`src/rtl/smcfg_pkg.sv`:
```
package smcfg_pkg;
  localparam int CFG_W = 32;
  localparam int BIT_WP = 0;
  localparam int BIT_BOOT = 1;
  localparam int BIT_IMPD = 2;
  localparam int BIT_GPD = 3;
  localparam int BIT_RDY = 4;
  localparam int LIVE_W = 4;

  // Field order matches the register bit positions 3..0.
  typedef struct packed {
    logic globalPd;
    logic imemPd;
    logic bootMode;
    logic wrProt;
  } cfg_bits_t;

  typedef struct packed {
    logic cfgWr;
    logic strapLoad;
  } cfg_strobe_t;
endpackage

```
`src/rtl/smcfg_ctrl.sv`:
```
module smcfg_ctrl
  import smcfg_pkg::*;
(
  input  logic        clk,
  input  logic        rstN,
  input  logic        regWe,
  input  logic        idleReq,
  input  logic        imemPd,
  output cfg_strobe_t strobe,
  output logic        idleAck
);
  logic ackQ;
  logic ackCond;

  assign ackCond = idleReq & imemPd;

  always_comb begin
    strobe.strapLoad = ~rstN;
    strobe.cfgWr     = rstN & regWe;
  end

  always_ff @(posedge clk) begin
    if (!rstN) ackQ <= 1'b0;
    else       ackQ <= ackCond;
  end

  // Rises through the register, falls through the live condition.
  assign idleAck = ackQ & ackCond;
endmodule

```
`src/rtl/smcfg_dpath.sv`:
```
module smcfg_dpath
  import smcfg_pkg::*;
#(
  parameter int ADDR_W = 32,
  parameter int SYNC_STAGES = 2,
  parameter int WIN_LOG2 = 25,
  parameter logic [ADDR_W-1:0] LOW_BASE = '0,
  parameter logic [ADDR_W-1:0] HIGH_BASE = 32'h0C00_0000
) (
  input  logic              clk,
  input  cfg_strobe_t       strobe,
  input  logic [CFG_W-1:0]  regWdata,
  input  logic              flashRdyPin,
  input  logic              bootStrapPin,
  input  logic [ADDR_W-1:0] busAddr,
  input  logic              sdramPdEn,
  output logic [CFG_W-1:0]  regRdata,
  output cfg_bits_t         cfgBits,
  output logic              selAHit,
  output logic              selBHit,
  output logic              flashWpPin,
  output logic              imemClkEn,
  output logic              sdramClkEn
);
  localparam int TAG_W = ADDR_W - WIN_LOG2;
  localparam int NUM_WIN = 2;

  cfg_bits_t bitsQ;
  logic [SYNC_STAGES-1:0] syncQ;
  logic rdySync;
  logic [NUM_WIN-1:0] winHit;

  always_ff @(posedge clk) begin
    if (strobe.strapLoad) begin
      bitsQ.globalPd <= 1'b0;
      bitsQ.imemPd   <= 1'b0;
      bitsQ.bootMode <= bootStrapPin;
      bitsQ.wrProt   <= 1'b0;
    end else if (strobe.cfgWr) begin
      bitsQ <= cfg_bits_t'(regWdata[LIVE_W-1:0]);
    end
  end

  generate
    if (SYNC_STAGES == 1) begin : g_sync1
      always_ff @(posedge clk) syncQ <= flashRdyPin;
    end else begin : g_syncN
      always_ff @(posedge clk) syncQ <= {syncQ[SYNC_STAGES-2:0], flashRdyPin};
    end
  endgenerate
  assign rdySync = syncQ[SYNC_STAGES-1];

  generate
    for (genvar w = 0; w < NUM_WIN; w++) begin : g_win
      localparam logic [ADDR_W-1:0] BASE = (w == 0) ? LOW_BASE : HIGH_BASE;
      assign winHit[w] = busAddr[ADDR_W-1 -: TAG_W] == BASE[ADDR_W-1 -: TAG_W];
    end
  endgenerate

  always_comb begin
    selAHit = bitsQ.bootMode ? winHit[1] : winHit[0];
    selBHit = bitsQ.bootMode ? winHit[0] : winHit[1];
  end

  assign flashWpPin = bitsQ.wrProt;
  assign imemClkEn  = ~(bitsQ.globalPd & bitsQ.imemPd);
  assign sdramClkEn = ~(bitsQ.globalPd & sdramPdEn);

  always_comb begin
    regRdata = '0;
    regRdata[LIVE_W-1:0] = bitsQ;
    regRdata[BIT_RDY] = rdySync;
  end

  assign cfgBits = bitsQ;
endmodule

```
`src/rtl/smcfg_top.sv`:
```
module smcfg_top
  import smcfg_pkg::*;
#(
  parameter int ADDR_W = 32,
  parameter int SYNC_STAGES = 2,
  parameter int WIN_LOG2 = 25,
  parameter logic [ADDR_W-1:0] LOW_BASE = '0,
  parameter logic [ADDR_W-1:0] HIGH_BASE = 32'h0C00_0000
) (
  input  logic              clk,
  input  logic              rstN,
  input  logic              regWe,
  input  logic [31:0]       regWdata,
  output logic [31:0]       regRdata,
  input  logic              flashRdyPin,
  input  logic              bootStrapPin,
  input  logic [ADDR_W-1:0] busAddr,
  input  logic              sdramPdEn,
  input  logic              idleReq,
  output logic              selAHit,
  output logic              selBHit,
  output logic              flashWpPin,
  output logic              imemClkEn,
  output logic              sdramClkEn,
  output logic              idleAck
);
  cfg_strobe_t strobe;
  cfg_bits_t cfgBits;

  smcfg_ctrl u_ctrl (
    .clk(clk), .rstN(rstN), .regWe(regWe), .idleReq(idleReq),
    .imemPd(cfgBits.imemPd), .strobe(strobe), .idleAck(idleAck)
  );

  smcfg_dpath #(
    .ADDR_W(ADDR_W), .SYNC_STAGES(SYNC_STAGES), .WIN_LOG2(WIN_LOG2),
    .LOW_BASE(LOW_BASE), .HIGH_BASE(HIGH_BASE)
  ) u_dpath (
    .clk(clk), .strobe(strobe), .regWdata(regWdata),
    .flashRdyPin(flashRdyPin), .bootStrapPin(bootStrapPin),
    .busAddr(busAddr), .sdramPdEn(sdramPdEn), .regRdata(regRdata),
    .cfgBits(cfgBits), .selAHit(selAHit), .selBHit(selBHit),
    .flashWpPin(flashWpPin), .imemClkEn(imemClkEn), .sdramClkEn(sdramClkEn)
  );
endmodule

```
`config.mk`:
```
export PLATFORM = sky130hd
export DESIGN_NAME = smcfg_top
export DESIGN_NICKNAME = d
export VERILOG_FILES = /design/src/rtl/smcfg_pkg.sv /design/src/rtl/smcfg_ctrl.sv /design/src/rtl/smcfg_dpath.sv /design/src/rtl/smcfg_top.sv
export SDC_FILE = /design/constraint.sdc
export NUM_CORES = 1
export LEC_CHECK = 0
export ABC_AREA = 1
export BUFFER_PORTS_ARGS = -buffer_cell sky130_fd_sc_hd__buf_4
export CORE_MARGIN = 1
export CORE_UTILIZATION = 23
export DETAILED_ROUTE_END_ITERATION = 10
export PLACE_DENSITY = 0.76
export SYNTH_ARGS = -nofsm -noshare
export SYNTH_HDL_FRONTEND = slang
export SYNTH_HIERARCHICAL = 1
export SYNTH_SLANG_ARGS = --single-unit
export TNS_END_PERCENT = 1
```
`constraint.sdc`:
```
create_clock -name clk -period 0.8 [get_ports clk]
set_clock_uncertainty 0.1 [all_clocks]
set_input_delay 0.04 -clock clk [delete_from_list [all_inputs] [get_ports clk]]
set_output_delay 0.04 -clock clk [all_outputs]
set_load 0.02 [all_outputs]
```
==> reports/qor.csv, run 1 <==
stage,metric,value,unit
global_route,antenna_found_initial,0,
cells_and_area,fin_area,820,sq um
worst_hold_path,hp-class,input pin to flop,
place,io_buffers,28,
drt,drt-initial-drc-count,10,
clock_network,clk_path_buf_depth,2,
logic_synthesis,avgSynthCellArea,6.84,sq um
clock_network,cts_tree,built,
drt,drt_wl_total,980,microns
place,place_area,707,sq um
clock_network,cts_setup_buffers,0,
sta,finalSetupViolations,11,
logic_synthesis,yosys_warnings,6,
cells_and_area,fill_cells,271,
clock_network,clock_sinks,7,
drt,wl_per_cell,6.85,microns
pwr,cellInternalPower,0.703,mW
place,placed_cells,137,
clock_network,cts_buffers,3,
sta,layout_setup_ws,-0.383,ns
pwr,clkPwrFrac,0.298,
pwr,p_sw,0.359,mW
sta,period_needed,1.18,ns
drt,drtAntennaViolNets,0,
clock_network,clk_latency,0.25,ns
critical_path,worstPathMaxFanout,4,
clock_network,cts_hold_buf,2,
sta,maxSlewViolCount,0,
sta,rsz0062_at_grt,yes,
cells_and_area,drive_gt1_frac,0.409,
critical_path,cp_top_family,flip-flops,
floorplan,core_area,2280,sq um
global_route,grt_pass1_vias,370,
sta,post-route-period-util,1.48,
drt,viasPerCell,3.31,
status,status,"finished, violations left",
place,hpwl,759,microns
global_route,grt-ovfl-total,0,
place,pre_cts_slack,-0.144,ns
flow_run,drv_cap,0,
pwr,sw_frac_of_total,0.338,
pwr,ir_worst_vdd,698,uV
floorplan,dieArea,2700,sq um
floorplan,initial_utilization,0.252,
logic_synthesis,netlist_area,574,sq um
pwr,power_density,1300,nW/um^2
critical_path,worstSetupPathType,flop to output port,
critical_path,crit_path_start_kind,flop,
drt,vias,474,
clock_network,cts.htree.levels,1,
cells_and_area,final_common_cell,conb_1,
drt,drc_errors,0,
logic_synthesis,syn_inst,84,
critical_path,path_cells,inv_2 -> nand3_1 -> nand2_2 -> buf_6,
floorplan,die_h,52.0,microns
critical_path,crit_path_end_kind,output port,
critical_path,cp_slowest_cell,edfxtp_1,
pwr,p_comb_frac,0.322,
clock_network,clock-root-buffer,clkbuf_4,
global_route,grt.total_usage,0.0728,
global_route,grt_max_degree,6,
cells_and_area,fin_cells,143,
cells_and_area,multi_input_area,259,sq um
floorplan,die_w,52.0,microns
pwr,p_total,1.06,mW
critical_path,required,0.66,ns
place,gp_congestion,0.635,
cells_and_area,postLayoutCoreUtil,0.360,
critical_path,cp_data_arrival_time,1.04,ns
sta,fmax,0.845,GHz
drt,dr.pass1.iters,4,
global_route,grt_pass1_wl,1.40,mm
pwr,p_seq_frac,0.381,
floorplan,ios,109,
sta,fin_tns_setup,-1.88,ns
cells_and_area,antennaDiodeCount,0,
status,violations,"negative hold slack, negative setup slack",
critical_path,crit_buf_inv,2,
sta,fin_hold_ws,-0.0769,ns
cells_and_area,area_growth_syn_to_layout,42.7,%
sta,hold_viol,4,
cells_and_area,seq_area,160,sq um
critical_path,max_stage_delay,0.44,ns
floorplan,std_cell_rows,17,
cells_and_area,mostFrequentLayoutCells,"conb_1, buf_4, buf_6",
cells_and_area,layout.nets,187,
pwr,leakage,0.465,nW
clock_network,clk_pin_slew,0.05,ns
[worst min-delay path, delay by kind of cell]
family / cells / cell delay, ns
buffers and inverters: 1 / 0.08
and+or+nand+nor: 2 / 0.12
[state kept, by name (all words and copies together) (netlist names)]
name,count
u_ctrl/ackQ,1
u_dpath/cfgBits,3
u_dpath/flashWpPin,1
u_dpath/syncQ,2
[timing repair]
| action | in CTS | in global routing |
|---|---|---|
| gates cloned | 0 | 0 |
| pin swaps | 2 | 1 |
| gates resized for setup | 17 | 6 |
| setup endpoints to repair | 11 | 13 |
| hold endpoints to repair | 6 | 4 |
[cell type report]
type | instances | area share
Timing Repair Buffer | 33 | 0.359
Multi-Input combinational cell | 59 | 0.316
Sequential cell | 7 | 0.195
Inverter | 12 | 0.0550
Tap cell | 28 | 0.0427
Clock buffer | 4 | 0.0321
[power groups by stage]
stage	registers, mW	clock network (mW)	logic [mW]
5_1_grt	0.407	0.359	0.372
6_report	0.404	0.316	0.341
2_1_floorplan	0.404	0	0.312
3_5_place_dp	0.405	0	0.311
4_1_cts	0.403	0.335	0.336
3_3_place_gp	0.404	0	0.311
[final timing paths]
path	from	endpoint	slack, ns	cells past startpoint
min	regWdata[3]	u_dpath/cfgBits[3]$_SDFFE_PP0P_	-0.08	3
min reg2reg	u_dpath/syncQ[0]$_DFF_P_	u_dpath/syncQ[1]$_DFF_P_	0.23	0
max	u_dpath/cfgBits[1]$_DFFE_PP_	selBHit	-0.38	4
max reg2reg	u_dpath/cfgBits[3]$_SDFFE_PP0P_	u_dpath/cfgBits[3]$_SDFFE_PP0P_	0.03	2
[routing by layer]
layer	part of all wire	routed length (microns)	vias to the layer above	track usage
li1	-	-	254	-
met3	0.087	85	0	0.0205
met4	0	0	0	0.0541
met5	0	0	-	0
met2	0.52	514	29	0.111
met1	0.39	379	191	0.0854
(Power assumes the default switching activity.)
==> inputs of run 2 (changes only) <==
--- a/constraint.sdc
+++ b/constraint.sdc
@@ -4,2 +4,2 @@
 set_output_delay 0.04 -clock clk [all_outputs]
-set_load 0.02 [all_outputs]
+set_load 0.05 [all_outputs]
==> run 2 against run 1 <==
The flow still finishes with violations (negative hold slack, negative setup slack). Worst setup slack worse by 0.065 ns. Non-clock buffer count is 4 higher. Via count is 4.4% higher. Largest cell class unchanged. Largest power group is now combinational logic.
==> reports/qor.csv, run 2 (same netlist as run 1, synthesis figures left out) <==
stage,metric,value,unit,change
status,status,"finished, violations left",,
status,violations,"negative hold slack, negative setup slack",,
clock_network,cts_buffers,3,,unchanged
pwr,leakage,0.494,nW,+6.2%
floorplan,std_cell_rows,17,,unchanged
clock_network,cts_hold_buf,4,,+2
drt,viasPerCell,3.37,,+1.6%
critical_path,path_cells,inv_2 -> nand3_2 -> nand2_4 -> buf_8,,
clock_network,cts.htree.levels,1,,unchanged
cells_and_area,fin_cells,147,,+2.8%
place,hpwl,842,microns,+11%
cells_and_area,mostFrequentLayoutCells,"conb_1, buf_4, inv_1",,
drt,drc_errors,0,,unchanged
critical_path,r2r-start,u_dpath/cfgBits[2]$_SDFFE_PP0P_,,
place,io_buffers,28,,unchanged
pwr,p_seq_frac,0.304,,-0.077
floorplan,ios,109,,unchanged
sta,hold_viol,2,,-2
drt,vias,495,,+4.4%
critical_path,worstPathMaxFanout,4,,unchanged
sta,maxSlewViolCount,0,,unchanged
floorplan,core_area,2280,sq um,unchanged
cells_and_area,antennaDiodeCount,0,,unchanged
clock_network,cts_tree,built,,
flow_run,drv_cap,0,,unchanged
cells_and_area,fill_cells,261,,-3.7%
pwr,ir_worst_vdd,684,uV,-2.1%
global_route,grt_max_degree,6,,unchanged
floorplan,die_h,52.0,microns,unchanged
drt,drt-initial-drc-count,1,,-9
pwr,cellInternalPower,0.733,mW,+4.3%
pwr,sw_frac_of_total,0.448,,+0.110
critical_path,cp_slowest_cell,edfxtp_1,,
pwr,p_sw,0.594,mW,+66%
pwr,power_density,1480,nW/um^2,+14%
cells_and_area,largest_register_ffs,3,,unchanged
place,gp_congestion,0.634,,-0.11%
clock_network,clk_path_buf_depth,2,,unchanged
worst_hold_path,hold_start,regWdata[0],,
clock_network,clock-root-buffer,clkbuf_4,,
critical_path,startpoint,u_dpath/cfgBits[1]$_DFFE_PP_,,
sta,layout_setup_ws,-0.448,ns,-0.0651 ns
floorplan,dieArea,2700,sq um,unchanged
place,place_area,741,sq um,+4.8%
global_route,grt_pass1_vias,391,,+5.7%
global_route,grt-ovfl-total,0,,unchanged
clock_network,clk_pin_slew,0.05,ns,about the same
sta,finalSetupViolations,12,,+1
critical_path,worstSetupPathType,flop to output port,,
floorplan,initial_utilization,0.252,,unchanged
floorplan,die_w,52.0,microns,unchanged
critical_path,crit_path_start_kind,flop,,
drt,wl_per_cell,7.27,microns,+6.1%
drt,dr.max_layer_used,met3,,
drt,dr_wl_met2,585,microns,+14%
critical_path,cp_top_family,flip-flops,,
cells_and_area,drive_gt1_frac,0.437,,+0.0283
sta,fmax,0.801,GHz,-5.2%
sta,post-route-period-util,1.56,,+0.0814
cells_and_area,layout.nets,191,,+2.1%
critical_path,max_stage_delay,0.44,ns,about the same
critical_path,crit_buf_inv,2,,unchanged
drt,drtAntennaViolNets,0,,unchanged
global_route,grt_pass1_wl,1.55,mm,+11%
global_route,grt.total_usage,0.0800,,+0.00718
drt,drt_wl_total,1.07,mm,+9.1%
cells_and_area,final_common_cell,conb_1,,
drt,wl_met3,100,microns,+18%
pwr,p_comb_frac,0.454,,+0.132
clock_network,clock_sinks,7,,unchanged
drt,wl_met1,384,microns,+1.3%
clock_network,clk_latency,0.25,ns,about the same
global_route,antenna_found_initial,0,,unchanged
sta,fin_hold_ws,-0.0842,ns,-0.00733 ns
cells_and_area,fin_area,898,sq um,+9.6%
pwr,p_total,1.33,mW,+25%
sta,rsz0062_at_grt,yes,,
pwr,clkPwrFrac,0.242,,-0.056
critical_path,cp_data_arrival_time,1.11,ns,+0.07 ns
place,placed_cells,138,,+0.73%
cells_and_area,area_growth_syn_to_layout,56.4,%,
critical_path,required,0.66,ns,about the same
worst_hold_path,hp-class,input pin to flop,,
drt,dr.pass1.iters,2,,-2
sta,period_needed,1.25,ns,+0.0651 ns
critical_path,crit_path_end_kind,output port,,
## run 2: cell count changes in the layout (fill, tap and decap cells not counted), moves of 2 or more
cell	previous run	this run
buf_8	0	6
buf_6	11	6
nand3_1	5	3
nand3_2	0	2
## run 2: power groups by stage
stage | Sequential [mW] | Combinational (mW) | Clock (mW)
after floorplan | 0.413 | 0.535 | 0
after global placement | 0.405 | 0.542 | 0
after detailed placement | 0.405 | 0.545 | 0
after CTS | 0.403 | 0.590 | 0.330
after global routing | 0.408 | 0.632 | 0.369
final | 0.404 | 0.603 | 0.321
## run 2: worst min-delay path: cells and delay by family
kind          cells  cell delay (ns)
buf+inv           1             0.08
simple gates      2             0.11
## run 2: what timing repair did
item	4_1_cts	5_1_grt
resized for setup	18	8
buffers inserted	1	0
setup endpoints to repair	12	14
endpoints found under the hold margin	6	2
gates cloned	0	0
## run 2: per-stage QoR
step / setup WS (ns) / utilization / TNS (ns)
floorplan: -0.0773 / - / -0.303
global placement: -0.206 / 0.325 / -0.553
detailed placement: -0.214 / 0.325 / -0.680
CTS: -0.447 / 0.384 / -2.56
global route: -0.525 / 0.395 / -3.04
finish: -0.448 / 0.395 / -2.44
## run 2: final timing paths
kind,slack (ns),cells past startpoint,endpoint
setup reg to reg,0.03,3,u_ctrl/ackQ$_SDFF_PN0_
hold reg to reg,0.23,0,u_dpath/syncQ[1]$_DFF_P_
setup / recovery,-0.45,4,selAHit
hold / removal,-0.08,3,u_dpath/flashWpPin$_SDFFE_PP0P_
## run 2: metal layers
metal | vias to the layer above | global-route usage
met5 | - | 0
met4 | 0 | 0.0541
met3 | 0 | 0.0263
met2 | 29 | 0.139
met1 | 207 | 0.0799
li1 | 259 | -
## run 2: area by class of cell
type,count,area (sq um),share of cell area
tap,28,35.0,0.0390
timing repair buffer,37,358,0.398
sequential,7,158,0.175
multi-input combinational,59,277,0.308
clock buffer,4,26.3,0.0292
inverter,12,45.0,0.0501
